`config.mk`:
```
export PLATFORM = sky130hd
export DESIGN_NAME = bch_adapt_corr
export DESIGN_NICKNAME = d
export VERILOG_FILES = /design/src/rtl/bch_adapt_pkg.sv /design/src/rtl/bch_hold_reg.sv /design/src/rtl/bch_se_corr.sv /design/src/rtl/bch_de_corr.sv /design/src/rtl/bch_adapt_corr.sv
export SDC_FILE = /design/constraint.sdc
export NUM_CORES = 1
export LEC_CHECK = 0
export BUFFER_PORTS_ARGS = -buffer_cell sky130_fd_sc_hd__buf_4
export CORE_MARGIN = 2
export CORE_UTILIZATION = 50
export CTS_CLUSTER_DIAMETER = 100
export DETAILED_ROUTE_END_ITERATION = 10
export HOLD_SLACK_MARGIN = 0.06
export PLACE_DENSITY = 0.64
export SETUP_SLACK_MARGIN = 0.1
export SLEW_MARGIN = 15
export SYNTH_ARGS = -nofsm -noshare
export SYNTH_HDL_FRONTEND = slang
export SYNTH_SLANG_ARGS = --single-unit
```
`constraint.sdc`:
```
create_clock -name clk_i -period 9.32 [get_ports clk_i]
set_input_delay 0 -clock clk_i [delete_from_list [all_inputs] [get_ports clk_i]]
set_output_delay 0 -clock clk_i [all_outputs]
set_load 0.05 [all_outputs]
```
`src/rtl/bch_adapt_pkg.sv`:
```
package bch_adapt_pkg;

  localparam int unsigned GF_M = 7;
  // x^7 + x^3 + 1, low terms only
  localparam logic [GF_M-1:0] GF_POLY = 7'h09;

  typedef enum logic [1:0] {
    FLG_NONE   = 2'b00,
    FLG_SINGLE = 2'b01,
    FLG_DOUBLE = 2'b10,
    FLG_MULTI  = 2'b11
  } err_flag_e;

  function automatic logic [GF_M-1:0] gf_mul(input logic [GF_M-1:0] a,
                                             input logic [GF_M-1:0] b);
    logic [GF_M-1:0] r;
    r = '0;
    for (int k = GF_M - 1; k >= 0; k--) begin
      r = {r[GF_M-2:0], 1'b0} ^ (r[GF_M-1] ? GF_POLY : '0);
      if (b[k]) r = r ^ a;
    end
    return r;
  endfunction

  function automatic logic [GF_M-1:0] gf_alpha_pow(input int unsigned e);
    logic [GF_M-1:0] r;
    r = {{(GF_M-1){1'b0}}, 1'b1};
    for (int unsigned n = 0; n < e; n++) begin
      r = {r[GF_M-2:0], 1'b0} ^ (r[GF_M-1] ? GF_POLY : '0);
    end
    return r;
  endfunction

endpackage

```
`src/rtl/bch_hold_reg.sv`:
```
module bch_hold_reg #(
  parameter int unsigned WIDTH = 7
) (
  input  logic             clk_i,
  input  logic             rst_ni,
  input  logic             ld_i,
  input  logic [WIDTH-1:0] d_i,
  output logic [WIDTH-1:0] q_o
);

  always_ff @(posedge clk_i or negedge rst_ni) begin
    if (!rst_ni)   q_o <= '0;
    else if (ld_i) q_o <= d_i;
  end

endmodule

```
`src/rtl/bch_se_corr.sv`:
```
module bch_se_corr
  import bch_adapt_pkg::*;
#(
  parameter int unsigned DATA_W = 64
) (
  input  logic [GF_M-1:0]   s1_i,
  output logic [DATA_W-1:0] err_o
);

  // compare S1 with each H1 column alpha^i
  for (genvar i = 0; i < DATA_W; i++) begin : g_col
    localparam logic [GF_M-1:0] COL = gf_alpha_pow(i);
    assign err_o[i] = (s1_i == COL);
  end

endmodule

```
`src/rtl/bch_de_corr.sv`:
```
module bch_de_corr
  import bch_adapt_pkg::*;
#(
  parameter int unsigned DATA_W = 64
) (
  input  logic [GF_M-1:0]   s1_i,
  input  logic [GF_M-1:0]   cub_i,
  output logic [DATA_W-1:0] err_o
);

  logic [GF_M-1:0] s1_sq;
  logic            s1_nz;

  assign s1_sq = gf_mul(s1_i, s1_i);
  assign s1_nz = |s1_i;

  // root test S1*x^2 + S1^2*x + (S1^3+S3) == 0, x = alpha^i
  for (genvar i = 0; i < DATA_W; i++) begin : g_loc
    localparam logic [GF_M-1:0] X1 = gf_alpha_pow(i);
    localparam logic [GF_M-1:0] X2 = gf_alpha_pow((2 * i) % ((1 << GF_M) - 1));
    logic [GF_M-1:0] val;
    assign val      = gf_mul(s1_i, X2) ^ gf_mul(s1_sq, X1) ^ cub_i;
    assign err_o[i] = s1_nz && (val == '0);
  end

endmodule

```
`src/rtl/bch_adapt_corr.sv`:
```
module bch_adapt_corr
  import bch_adapt_pkg::*;
#(
  parameter int unsigned DATA_W       = 64,
  parameter bit          DE_USE_CUBIC = 1'b1
) (
  input  logic              clk_i,
  input  logic              rst_ni,
  input  logic              vld_i,
  input  logic [DATA_W-1:0] rx_data_i,
  input  logic [GF_M-1:0]   s1_i,
  input  logic [GF_M-1:0]   s3_i,
  input  logic [GF_M-1:0]   cubic_i,
  input  logic [1:0]        flag_i,
  output logic [DATA_W-1:0] data_o,
  output logic              valid_o,
  output logic              uncorr_o
);

  localparam int unsigned DE_W = 2 * GF_M;

  err_flag_e         flag_in, flag_q;
  logic              ld_se, ld_de;
  logic [GF_M-1:0]   de_term;
  logic [GF_M-1:0]   s1_se_q;
  logic [DE_W-1:0]   de_q;
  logic [DATA_W-1:0] data_q;
  logic              valid_q;
  logic [DATA_W-1:0] err_se, err_de, err_sel;

  assign flag_in = err_flag_e'(flag_i);

  // per-group load enables: INV + AND of flag bits
  assign ld_se = vld_i & ~flag_i[1] &  flag_i[0];
  assign ld_de = vld_i &  flag_i[1] & ~flag_i[0];

  assign de_term = DE_USE_CUBIC ? cubic_i
                                : (gf_mul(gf_mul(s1_i, s1_i), s1_i) ^ s3_i);

  bch_hold_reg #(.WIDTH(GF_M)) u_se_hold (
    .clk_i  (clk_i),
    .rst_ni (rst_ni),
    .ld_i   (ld_se),
    .d_i    (s1_i),
    .q_o    (s1_se_q)
  );

  bch_hold_reg #(.WIDTH(DE_W)) u_de_hold (
    .clk_i  (clk_i),
    .rst_ni (rst_ni),
    .ld_i   (ld_de),
    .d_i    ({s1_i, de_term}),
    .q_o    (de_q)
  );

  always_ff @(posedge clk_i or negedge rst_ni) begin
    if (!rst_ni) begin
      data_q  <= '0;
      flag_q  <= FLG_NONE;
      valid_q <= 1'b0;
    end else begin
      valid_q <= vld_i;
      if (vld_i) begin
        data_q <= rx_data_i;
        flag_q <= flag_in;
      end
    end
  end

  bch_se_corr #(.DATA_W(DATA_W)) u_se_corr (
    .s1_i  (s1_se_q),
    .err_o (err_se)
  );

  bch_de_corr #(.DATA_W(DATA_W)) u_de_corr (
    .s1_i  (de_q[DE_W-1:GF_M]),
    .cub_i (de_q[GF_M-1:0]),
    .err_o (err_de)
  );

  // 3:1 error vector select
  always_comb begin
    unique case (flag_q)
      FLG_SINGLE: err_sel = err_se;
      FLG_DOUBLE: err_sel = err_de;
      default:    err_sel = '0;
    endcase
  end

  assign data_o   = data_q ^ err_sel;
  assign valid_o  = valid_q;
  assign uncorr_o = (flag_q == FLG_MULTI);

endmodule

```
## Word-level counts from Yosys, hierarchy flattened

Index checks and enable logic that the tools add are counted.
Widths: inputs -> output; s select.

- Register bits: 88
- Bits in latches: 0
- Bits in writable memories: 0
- Bits in read-only memories: 0
- Input bits: 90
- Output and inout port bits: 66
- Logic and storage cells: 660
- Memories kept: 0

- $add $sub $neg: 0
- $mul: 0
- Div/mod/pow operators: 0
- Magnitude comparators: 0
- Eq/ne operators: 67
- Shift-type cells: 0
- Muxes and demuxes: 121
- Bitwise gates (word level): 338
- Reduce and logical (&&, ||, !) cells: 129

Operators with widths:

| cell | count |
|---|---|
| $xor 7x7->7 | 321 |
| $mux 4 | 113 |
| $logic_not 7->1 | 64 |
| $eq 7x7->1 const B | 29 |
| $pmux 64 s2 | 1 |
| $eq 7x6->1 const B | 16 |
| $xor 7x4->7 | 10 |
| $logic_and 1x1->1 | 64 |
| $xor 64x64->64 | 1 |
| $eq 7x5->1 const B | 8 |
| $mux 7 | 7 |
| $eq 7x4->1 const B | 5 |
| $eq 7x3->1 const B | 3 |
| $eq 7x2->1 const B | 2 |
| $eq 7x1->1 const B | 1 |
| $reduce_or 7->1 | 1 |
| $and 1x1->1 | 4 |
| $eq 2x2->1 const B | 2 |
| $eq 2x1->1 const B | 1 |
| $not 1->1 | 2 |

## Logic depth before layout (Yosys ltp)

- Depth after elaboration: 48
- Mapped depth: 16
- Mapped depth without buffers: 10

## By module

A second synthesis with hierarchy kept.

- Cell total of the unflattened synthesis: 2069
- Area, all modules: 18753.0 µm²

Modules (own cells, without submodules):

| module | instances | cells each | area each (µm²) | sequential area each (µm²) |
|---|---|---|---|---|
| bch_de_corr | 1 | 1563 | 13399.1 | 0.0 |
| bch_adapt_corr | 1 | 363 | 4035.1 | 1676.6 |
| bch_hold_reg (u_de_hold) | 1 | 29 | 519.2 | 350.3 |
| bch_se_corr | 1 | 99 | 508.0 | 0.0 |
| bch_hold_reg (u_se_hold) | 1 | 15 | 291.5 | 175.2 |

## Worst setup path before layout

OpenSTA, ideal clock, no wires.

- Path kind: register to output
- From: register u_de_hold.q_o[12]
- To: output data_o[42]
- Arrival time: 5597 ps
- Data required time: 9320 ps
- Slack: 3723 ps
- Cell stages (with the launch flop): 16
- Cells stage by stage: dfrtp_1 -> buf_6 -> buf_2 -> buf_1 -> inv_1 -> ha_1 -> mux2i_4 -> xnor3_2 -> buf_6 -> xnor2_4 -> buf_4 -> xor2_1 -> xnor2_1 -> nor3_1 -> nand2_1 -> o311ai_0

- Word-level cells in the longest chain between the ends: 36

RTL lines:

| what | RTL line | RTL |
|---|---|---|
| start, declared | bch_hold_reg.sv:8 | `output logic [WIDTH-1:0] q_o` |
| start signal, assigned | bch_hold_reg.sv:13 | `else if (ld_i) q_o <= d_i;` |
| $mux 7 | bch_adapt_pkg.sv:20 | `if (b[k]) r = r ^ a;` |
| $xor 7x7->7 | bch_adapt_pkg.sv:19 | `r = {r[GF_M-2:0], 1'b0} ^ (r[GF_M-1] ? GF_POLY : '0);` |
| $xor 7x7->7 | bch_adapt_pkg.sv:20 |  |
| $mux 7 | bch_adapt_pkg.sv:20 |  |
| $mux 4 | bch_adapt_pkg.sv:19 |  |
| $xor 7x7->7 | bch_adapt_pkg.sv:19 |  |
| $xor 7x7->7 | bch_adapt_pkg.sv:20 |  |
| $mux 7 | bch_adapt_pkg.sv:20 |  |
| [19 not listed] | n/a |  |
| $xor 7x7->7 | n/a |  |
| $xor 7x7->7 | bch_adapt_pkg.sv:19 |  |
| $xor 7x7->7 | bch_adapt_pkg.sv:20 |  |
| $xor 7x7->7 (2 in a row) | bch_de_corr.sv:22 | `assign val = gf_mul(s1_i, X2) ^ gf_mul(s1_sq, X1) ^ cub_i;` |
| $logic_not 7->1 | bch_de_corr.sv:23 | `assign err_o[i] = s1_nz && (val == '0);` |
| $logic_and 1x1->1 (*) | bch_de_corr.sv:23 |  |
| $pmux 64 s2 (*) | bch_adapt_corr.sv:83 | `unique case (flag_q)` |
| $xor 64x64->64 (*) | bch_adapt_corr.sv:90 | `assign data_o = data_q ^ err_sel;` |
| end, declared | bch_adapt_corr.sv:15 | `output logic [DATA_W-1:0] data_o,` |

Every way passes the cells marked *; elsewhere a longest branch is shown, timed or not.

## Worst setup path after layout

- From: register u_de_hold.q_o[7]
- To: output data_o[54]

- Word-level cells in the longest chain between the ends: 36

RTL lines:

| what | RTL line |
|---|---|
| $mux 7 | bch_adapt_pkg.sv:20 |
| $xor 7x7->7 | bch_adapt_pkg.sv:19 |
| $xor 7x7->7 | bch_adapt_pkg.sv:20 |
| $mux 7 | bch_adapt_pkg.sv:20 |
| $xor 7x7->7 | bch_adapt_pkg.sv:19 |
| $xor 7x7->7 | bch_adapt_pkg.sv:20 |
| $mux 7 | bch_adapt_pkg.sv:20 |
| $xor 7x7->7 | bch_adapt_pkg.sv:19 |
| [18 not listed] | n/a |
| $mux 4 | bch_adapt_pkg.sv:19 |
| $xor 7x7->7 (2 in a row) | bch_adapt_pkg.sv:19 |
| $xor 7x7->7 | bch_adapt_pkg.sv:20 |
| $xor 7x7->7 (2 in a row) | bch_de_corr.sv:22 |
| $logic_not 7->1 | bch_de_corr.sv:23 |
| $logic_and 1x1->1 (*) | bch_de_corr.sv:23 |
| $pmux 64 s2 (*) | bch_adapt_corr.sv:83 |
| $xor 64x64->64 (*) | bch_adapt_corr.sv:90 |

Marks and branches as above.

==> out/qor.yml <==
outcome:
  status: "complete, no violations"
timing:
  period_minus_slack_ps: 6480
  setup_viol: 0
  fmax_mhz: 154
  rsz0062_at_grt: "false"
  slew_headroom: 0.0944
  worstMarginPinSlew_ps: 1350
  worst_slack_ps: 2840
  fin_setup_tns_ps: 0
  fin_skew_ps: 0
  hold_viol: 0
  period_share: 0.696
  slew_violations: 0
clock_network:
  clk_pin_slew_ps: 80
  max-clock-path-buffers: 2
  ctsResizeCount: 0
  cts.sinks: 88
  cts_tree: "done"
  numCtsBuffers: 9
  htree_levels: 3
  insertion_delay_ps: 380
  root_buffer: "clkbuf_16"
synthesis:
  synthesis.instances: 2009
  synth_commonest_cells: "722 x xnor2_1, 235 x xor2_1, 139 x xnor3_1"
  yosysSeqAreaShare: 0.113
  synth_nets: 2113
  synthXorXnorAreaFrac: 0.643
  synthesis.area_sq_um: 19500
  yosys_warnings: 0
  ys_types: 65
  synth_top_family_by_area: "XOR/XNOR gates"
  synth_seq_cells: 88
  yosys.area_share.simple: 0.105
  yosysTopAreaCellShare: 0.324
  ys_top_cells_by_area: "xnor2_1 32%, xnor3_1 16%, dfrtp_1 11%"
  synth.most_common_cell: "xnor2_1"
  synth_compound_area_frac: 0.0384
  synth_top_area_cell: "xnor2_1"
  syn_avg_cell_area_sq_um: 9.71
  synthAdderAreaFrac: 0.00898
  muxShareOfSynthArea: 0.0589
  synth_edf_count: 0
  ys_async_sr_fraction: 1.00
  synth_top_flop_cell: "dfrtp_1"
placement:
  place_congestion: 1.11
  place.detailed.hpwl_um: 73200
  pre_cts_slack_ps: 3440
  port_buffers: 148
die:
  io_pins: 156
  rows: 72
  initial_core_util: 0.506
  die-area_sq_um: 40600
  die_w_um: 202
  fp.dieH_um: 202
  core_area_sq_um: 38600
drt:
  drt_wl_total_um: 102000
  dr.first_iter.drc_count: 2826
  drc: 0
  drtPass1Iterations: 6
  vias_per_cell: 6.43
  num_vias: 17600
  drt-wirelength-per-cell_um: 37.2
  ant_nets: 0
worst_setup_path:
  worstSetupPathType: "register to output pin"
  crit_chain: "buf_4 -> ha_1 -> xor2_1 -> mux2i_4 -> xnor3_1 -> xnor2_2 -> xnor2_1 -> nor4_1 -> o21ai_0 -> xnor2_1 -> buf_4"
  cpMaxStageDelayCell: "mux2i_4"
  reg2reg_from: "u_de_hold.q_o[10]"
  r2r_cells: 2
  crit_path_end_kind: "output pin"
  cp_data_arrival_time_ps: 6480
  cp_num_cells: 11
  path_buf_inv: 2
  cp_max_fo: 18
  cp.required_ps: 9320
  cp_top_family: "XOR/XNOR gates"
  startpoint_type: "register"
  reg2reg_to: "u_de_hold.q_o[10]"
  r2r_setup_slack_ps: 7510
  cpPeakStageDelay_ps: 860
grt:
  antenna_found_initial: 4
  grt_max_degree: 73
  track_usage: 0.499
  grt_pass1_wl_um: 138000
  overflow: 0
  grt_pass1_vias: 17100
layout:
  area_growth_pct: 17.5
  drive_gt1_frac: 0.201
  nFillCells: 3361
  nets: 2317
hold_path:
  hold_class: "input pin to asynchronous set/reset pin"
flow_run:
  max_cap_viol_count: 0
worst reg2reg max path, stage by stage (launching register included):
cell     delay, ps
dfrtp_2       1040
buf_4          490
mux2_2         230
cell families after synthesis:
family / after synthesis
adder cells (fa/ha/maj): 14
multiplexers: 102
XOR/XNOR: 1146
buffers and inverters: 148
AO/OA/AOI/OAI: 112
flip-flops: 88
AND/OR/NAND/NOR: 399
registers in the layout, summed over array words and instances (netlist names):
signal and cells:
data_q 64, u_de_hold.q_o 14, flag_q 2, valid_o 1, u_se_hold.q_o 7
worst max path at each step:
stage | slack, ps | start | endpoint
floorplan | 3720 | u_de_hold.q_o[12] | data_o[42]
global placement | 3500 | u_de_hold.q_o[12] | data_o[26]
detailed placement | 3440 | u_de_hold.q_o[12] | data_o[26]
CTS | 3020 | u_de_hold.q_o[12] | data_o[26]
global route | 2870 | u_de_hold.q_o[12] | data_o[26]
finish | 2840 | u_de_hold.q_o[7] | data_o[54]
timing repair:
action / in CTS / in global routing
hold buffers: 81 / 0
endpoints found under the hold margin: 119 / 0
setup buffers: 0 / 0
stage by stage:
step	hold WS, ps	area [sq um]	utilization	instances
5_1_grt	120	22900	0.595	2736
2_1_floorplan	-296	19500	-	2009
3_5_place_dp	-28.0	21800	0.565	2639
4_1_cts	96.1	22900	0.594	2736
3_3_place_gp	-43.6	21800	0.565	2639
6_report	103	22900	0.595	2737
cells in the final DEF, fill, tap and decap left out, drive strengths merged, types with 12 or more instances in the layout:
cell,Yosys,final
nand2,109,109
xnor3,141,141
or2,16,16
dlygate4sd3,0,81
nor3,45,45
mux2i,19,19
inv,14,17
ha,14,14
nor4,37,37
nor2,50,50
nand4,36,36
a21oi,43,43
and2,13,13
xor2,238,238
xor3,14,14
buf,66,244
and3,12,12
xnor2,753,753
nand3,31,31
mux2,83,83
dfrtp,88,88
metal layers:
layer,routed length [um],share of wire,GRT usage,vias to the layer above
li1,-,-,-,7110
met1,35700,0.35,0.609,8484
met2,41400,0.41,0.713,1536
met3,15000,0.15,0.184,462
met4,9710,0.095,0.382,4
met5,27,0.00026,0,-
area by class of cell:
cell class,count,area [sq um],area share
Inverter,16,60.1,0.00262
Timing Repair Buffer,325,2640,0.115
Clock buffer,9,225,0.00982
Multi-Input combinational cell,1773,17100,0.744
Antenna cell,1,2.50,0.000109
Sequential cell,88,2210,0.0963
Clock inverter,7,86.3,0.00377
Tap cell,518,648,0.0283
Power is left out: the tool's default activity adds up to more than one toggle a clock period on the data nets, which glitch-free logic cannot reach.
